**src/rtl/coal_pkg.sv**
```systemverilog
package coal_pkg;
  typedef struct packed {
    logic load;
    logic pop;
  } coalStrobe_t;
endpackage

```
**src/rtl/coal_ctrl.sv**
```systemverilog
module coal_ctrl
  import coal_pkg::*;
(
  input  logic        clk,
  input  logic        rstN,
  input  logic        inValid,
  input  logic        maskAny,
  input  logic        outReady,
  input  logic        lastTx,
  output logic        inReady,
  output logic        outValid,
  output coalStrobe_t strobe
);
  typedef enum logic {ST_IDLE, ST_BUSY} state_t;
  state_t stateQ, stateD;

  assign inReady    = (stateQ == ST_IDLE);
  assign outValid   = (stateQ == ST_BUSY);
  assign strobe.load = inReady && inValid && maskAny;
  assign strobe.pop  = outValid && outReady;

  always_comb begin
    stateD = stateQ;
    case (stateQ)
      ST_IDLE: if (strobe.load) stateD = ST_BUSY;
      ST_BUSY: if (strobe.pop && lastTx) stateD = ST_IDLE;
      default: stateD = ST_IDLE;
    endcase
  end

  always_ff @(posedge clk) begin
    if (!rstN) stateQ <= ST_IDLE;
    else       stateQ <= stateD;
  end

  AST_BUSY_BLOCKS: assert property (@(posedge clk) disable iff (!rstN)
    outValid |-> !inReady);
  AST_EMPTY_ACK: assert property (@(posedge clk) disable iff (!rstN)
    (inValid && inReady && !maskAny) |=> (!outValid && inReady));
  AST_FIRST_NEXT: assert property (@(posedge clk) disable iff (!rstN)
    (inValid && inReady && maskAny) |=> outValid);
  AST_LAST_ENDS: assert property (@(posedge clk) disable iff (!rstN)
    (outValid && outReady && lastTx) |=> (!outValid && inReady));
endmodule

```
**src/rtl/coal_datapath.sv**
```systemverilog
module coal_datapath
  import coal_pkg::*;
#(
  parameter int LANES       = 32,
  parameter int ADDR_W      = 32,
  parameter int NARROW_LOG2 = 5,
  parameter int WIDE_LOG2   = 7
) (
  input  logic                    clk,
  input  logic                    rstN,
  input  coalStrobe_t             strobe,
  input  logic [LANES*ADDR_W-1:0] inAddr,
  input  logic [LANES-1:0]        inMask,
  input  logic                    inWide,
  output logic [ADDR_W-1:0]       outBase,
  output logic [LANES-1:0]        outMask,
  output logic                    lastTx
);
  localparam int LIDX_W = (LANES > 1) ? $clog2(LANES) : 1;
  localparam logic [ADDR_W-1:0] NARROW_OFF = ADDR_W'((64'd1 << NARROW_LOG2) - 64'd1);
  localparam logic [ADDR_W-1:0] WIDE_OFF   = ADDR_W'((64'd1 << WIDE_LOG2) - 64'd1);

  logic [ADDR_W-1:0] addrQ [LANES];
  logic [ADDR_W-1:0] laneBase [LANES];
  logic [LANES-1:0]  pendQ;
  logic              wideQ;
  logic [LIDX_W-1:0] leadIdx;
  logic [ADDR_W-1:0] leadBase;
  logic [ADDR_W-1:0] offMask;
  logic [LANES-1:0]  hit;

  assign offMask = wideQ ? WIDE_OFF : NARROW_OFF;

  always_comb begin
    leadIdx = '0;
    for (int i = LANES - 1; i >= 0; i--) begin
      if (pendQ[i]) leadIdx = LIDX_W'(i);
    end
  end

  assign leadBase = laneBase[leadIdx];

  for (genvar g = 0; g < LANES; g++) begin : g_lane
    assign laneBase[g] = addrQ[g] & ~offMask;
    assign hit[g]      = pendQ[g] && (laneBase[g] == leadBase);

    always_ff @(posedge clk) begin
      if (!rstN)            addrQ[g] <= '0;
      else if (strobe.load) addrQ[g] <= inAddr[g*ADDR_W +: ADDR_W];
    end
  end

  always_ff @(posedge clk) begin
    if (!rstN) begin
      pendQ <= '0;
      wideQ <= 1'b0;
    end else if (strobe.load) begin
      pendQ <= inMask;
      wideQ <= inWide;
    end else if (strobe.pop) begin
      pendQ <= pendQ & ~hit;
    end
  end

  assign outBase = leadBase;
  assign outMask = hit;
  assign lastTx  = ((pendQ & ~hit) == '0);

  AST_MASK_LEADS: assert property (@(posedge clk) disable iff (!rstN)
    (pendQ != '0) |-> (hit != '0) && hit[leadIdx]);
  AST_POP_SHRINKS: assert property (@(posedge clk) disable iff (!rstN)
    (strobe.pop && !strobe.load) |=> ($countones(pendQ) < $countones($past(pendQ))));
endmodule

```
**src/rtl/warp_coalescer.sv**
```systemverilog
module warp_coalescer
  import coal_pkg::*;
#(
  parameter int LANES       = 32,
  parameter int ADDR_W      = 32,
  parameter int NARROW_LOG2 = 5,
  parameter int WIDE_LOG2   = 7
) (
  input  logic                    clk,
  input  logic                    rstN,
  input  logic                    inValid,
  output logic                    inReady,
  input  logic [LANES*ADDR_W-1:0] inAddr,
  input  logic [LANES-1:0]        inMask,
  input  logic                    inWide,
  output logic                    outValid,
  input  logic                    outReady,
  output logic [ADDR_W-1:0]       outBase,
  output logic [LANES-1:0]        outMask,
  output logic                    outLast
);
  coalStrobe_t strobe;
  logic        lastTx;

  coal_ctrl u_ctrl (
    .clk      (clk),
    .rstN     (rstN),
    .inValid  (inValid),
    .maskAny  (|inMask),
    .outReady (outReady),
    .lastTx   (lastTx),
    .inReady  (inReady),
    .outValid (outValid),
    .strobe   (strobe)
  );

  coal_datapath #(
    .LANES       (LANES),
    .ADDR_W      (ADDR_W),
    .NARROW_LOG2 (NARROW_LOG2),
    .WIDE_LOG2   (WIDE_LOG2)
  ) u_dp (
    .clk     (clk),
    .rstN    (rstN),
    .strobe  (strobe),
    .inAddr  (inAddr),
    .inMask  (inMask),
    .inWide  (inWide),
    .outBase (outBase),
    .outMask (outMask),
    .lastTx  (lastTx)
  );

  assign outLast = outValid && lastTx;

  AST_STALL_HOLD: assert property (@(posedge clk) disable iff (!rstN)
    (outValid && !outReady) |=> (outValid && $stable(outBase) && $stable(outMask) && $stable(outLast)));
  AST_MASK_NONEMPTY: assert property (@(posedge clk) disable iff (!rstN)
    outValid |-> (outMask != '0));
endmodule

```
**config.mk**
```make
export PLATFORM = sky130hd
export DESIGN_NAME = warp_coalescer
export DESIGN_NICKNAME = d
export VERILOG_FILES = /design/src/rtl/coal_pkg.sv /design/src/rtl/coal_ctrl.sv /design/src/rtl/coal_datapath.sv /design/src/rtl/warp_coalescer.sv
export SDC_FILE = /design/constraint.sdc
export NUM_CORES = 2
export LEC_CHECK = 0
export ABC_AREA = 1
export BUFFER_PORTS_ARGS = -buffer_cell sky130_fd_sc_hd__buf_2
export CORE_AREA = 2 2 445 447
export DETAILED_ROUTE_END_ITERATION = 12
export DIE_AREA = 0 0 447 449
export MAX_ROUTING_LAYER = met4
export PLACE_DENSITY = 0.47
export SETUP_SLACK_MARGIN = 0.4
export SKIP_CTS_REPAIR_TIMING = 1
export SYNTH_ARGS = -nofsm -noshare
export SYNTH_HDL_FRONTEND = slang
export SYNTH_HIERARCHICAL = 1
export SYNTH_SLANG_ARGS = --single-unit
```
**constraint.sdc**
```tcl
create_clock -name clk -period 30.6 [get_ports clk]
set_input_delay 0 -clock clk [delete_from_list [all_inputs] [get_ports clk]]
set_output_delay 0 -clock clk [all_outputs]
set_load 0.005 [all_outputs]
```
==> out/metrics.yaml <==
crit_required_ns: 30.60
layout_common_cells: "nand2_1 (2,539), nand3_1 (1,431), inv_1 (1,404)"
crit_path_max_fanout: 131
r2r_start: "u_dp/pendQ[30]"
cts_sinks: 898
grt_pass1_wl_mm: 426
grt_max_degree: 207
avgSynthCellArea_sq_um: 6.93
worstMarginPinSlew_ns: 1.25
drt_iter0_drc: 7216
cp-start-kind: "flop"
clk_pin_slew_ns: 0.06
period_needed_ns: 9.57
hpwlAfterDp_mm: 229
end_kind: "primary output"
grt.total_usage_pct: 30.6
hold_start: "inValid"
start_util_pct: 30.9
viasPerCell: 5.01
hold_path_end: "u_dp/pendQ[29]"
synth_cell_type_count: 33
r2r_end: "u_ctrl/outValid"
grt_overflow: 0
cpPeakStageDelay_ns: 0.74
antenna_found_initial: 39
syn_to_final_growth_pct: 33.2
wl_mm: 323
r2r_slack_ns: 21.14
die_area_sq_um: 201000
grt_pass1_vias: 57600
wire_per_inst_microns: 24.6
mostFrequentLayoutCell: "nand2_1"
nets: 11400
setup_viol: 0
core_sq_um: 196000
cts_tree: "yes"
min_path_type: "in2reg"
fin_setup_tns_ns: 0
utilization_pct: 41.2
p_per_area_nw_per_um2: 69.3
die_y_microns: 449
drv_cap: 0
syn_area_sq_um: 60700
h-tree-depth: 3
fin_area_sq_um: 80800
timing.critical_path.from: "u_dp/pendQ[30]"
finalWeightedCongestion: 0.957
die_w_microns: 447
place_ws_ns: 21.84
status: "complete, no violations"
cp_slowest_cell: "nand2_8"
core.rowCount: 163
timing.final.hold_violations: 0
drive_above_1_share_pct: 12.4
power.total_uw: 5600
reg2reg_depth: 58
yosys_register_bits: 898
ios: 1128
yosys_warnings: 6
ant_nets: 0
port-buffer-count: 962
rsz0062_at_grt: "no"
fmax_mhz: 104
dr.pass1.iters: 6
fin_crit_sh_pct: 31.3
ctsRootBufferMaster: "clkbuf_16"
dpl-instance-area_sq_um: 67500
cts_buffer_depth: 3
clock_skew_ns: 0.0388
slew_viol_final: 0
vias: 65700
numCtsBuffers: 114
critPathKind: "reg2out"
hold_depth: 6
layout_setup_ws_ns: 21.03
p_leak_uw: 0.0392
drc: 0
synthCells: 8759
max_slew_margin_pct: 16.4
clk_latency_ns: 0.80
cp_common_cell: "nand2_1"
ir_drop_mv: 0.0465
synth_seq_area_share_pct: 43.9
cp_data_arrival_time_ns: 9.57
layer usage:
metal	track usage [%]	vias up	share of wire [%]
li1	-	30700	-
met3	4.02	734	6.8
met4	19.7	0	7.2
met1	38.3	31100	40
met5	-	-	0
met2	46.5	3203	46
layout make-up:
type	count	area [sq um]
fillers	20300	115000
inverters	1420	5350
flip-flops and latches	898	26600
multi-input cells	5903	26400
well taps	2640	3300
clock buffers	139	3020
clock inverters	75	865
diodes	24	60.1
repair buffers	2017	15200
registers in the layout (all words and copies together), names as in the netlist:
name	count
u_ctrl/outValid	1
u_dp/addrQ	864
u_dp/pendQ	32
u_dp/wideQ	1
worst max-delay path, delay by kind of cell (launching register included):
kind	cells	cell delay, ns
buffers and inverters	7	1.33
AND/OR/NAND/NOR	50	6.70
flip-flops	1	0.41
through the flow:
step                hold slack (ns)  std cells
floorplan                     0.120       8763
global placement              0.276      11900
detailed placement            0.282      11900
CTS                          -0.573      12200
global route                0.00449      13100
finish                      0.00953      13100
power by group:
| group | internal (uW) | total (uW) | switching, uW |
|---|---|---|---|
| clock network | 843 | 1440 | 593 |
| logic | 745 | 2620 | 1880 |
| registers | 1460 | 1540 | 82.7 |
| total | 3040 | 5600 | 2550 |
cell usage after synthesis, drive strengths merged:
library cell | n | area [sq um]
nand2 | 2545 | 9570
nand3 | 1442 | 7270
inv | 1416 | 5320
nor2 | 1264 | 4750
edfxtp | 864 | 25900
nand3b | 384 | 2880
clkbuf | 277 | 1040
buf | 265 | 1370
xor2 | 50 | 438
o211ai | 40 | 300
a21oi | 39 | 199
xnor2 | 36 | 315
o21ai | 35 | 175
dfxtp | 34 | 681
a31oi | 31 | 194
nand4 | 22 | 138
clkinv | 4 | 15.0
nor3 | 4 | 20.0
and2 | 2 | 12.5
nor4 | 2 | 12.5
a311oi | 1 | 8.76
conb | 1 | 3.75
o31ai | 1 | 7.51
cell families after synthesis:
family	after synthesis	share of synthesized area (%)
xor gates and xnor gates	86	1.24
and+or+nand+nor	5665	40.6
DFF	898	43.9
other	1	0.00618
buffers and inverters	1962	12.8
AOI/OAI and AO/OA	147	1.46
worst max-delay path by stage:
stage / endpoint / cells after the start
6_report: outLast / 57
5_1_grt: outLast / 58
4_1_cts: outLast / 58
3_5_place_dp: u_ctrl/outValid / 58
3_3_place_gp: u_ctrl/outValid / 58
2_1_floorplan: u_dp/addrQ[0][101] / 10
Power figures use the tool's default switching activity.
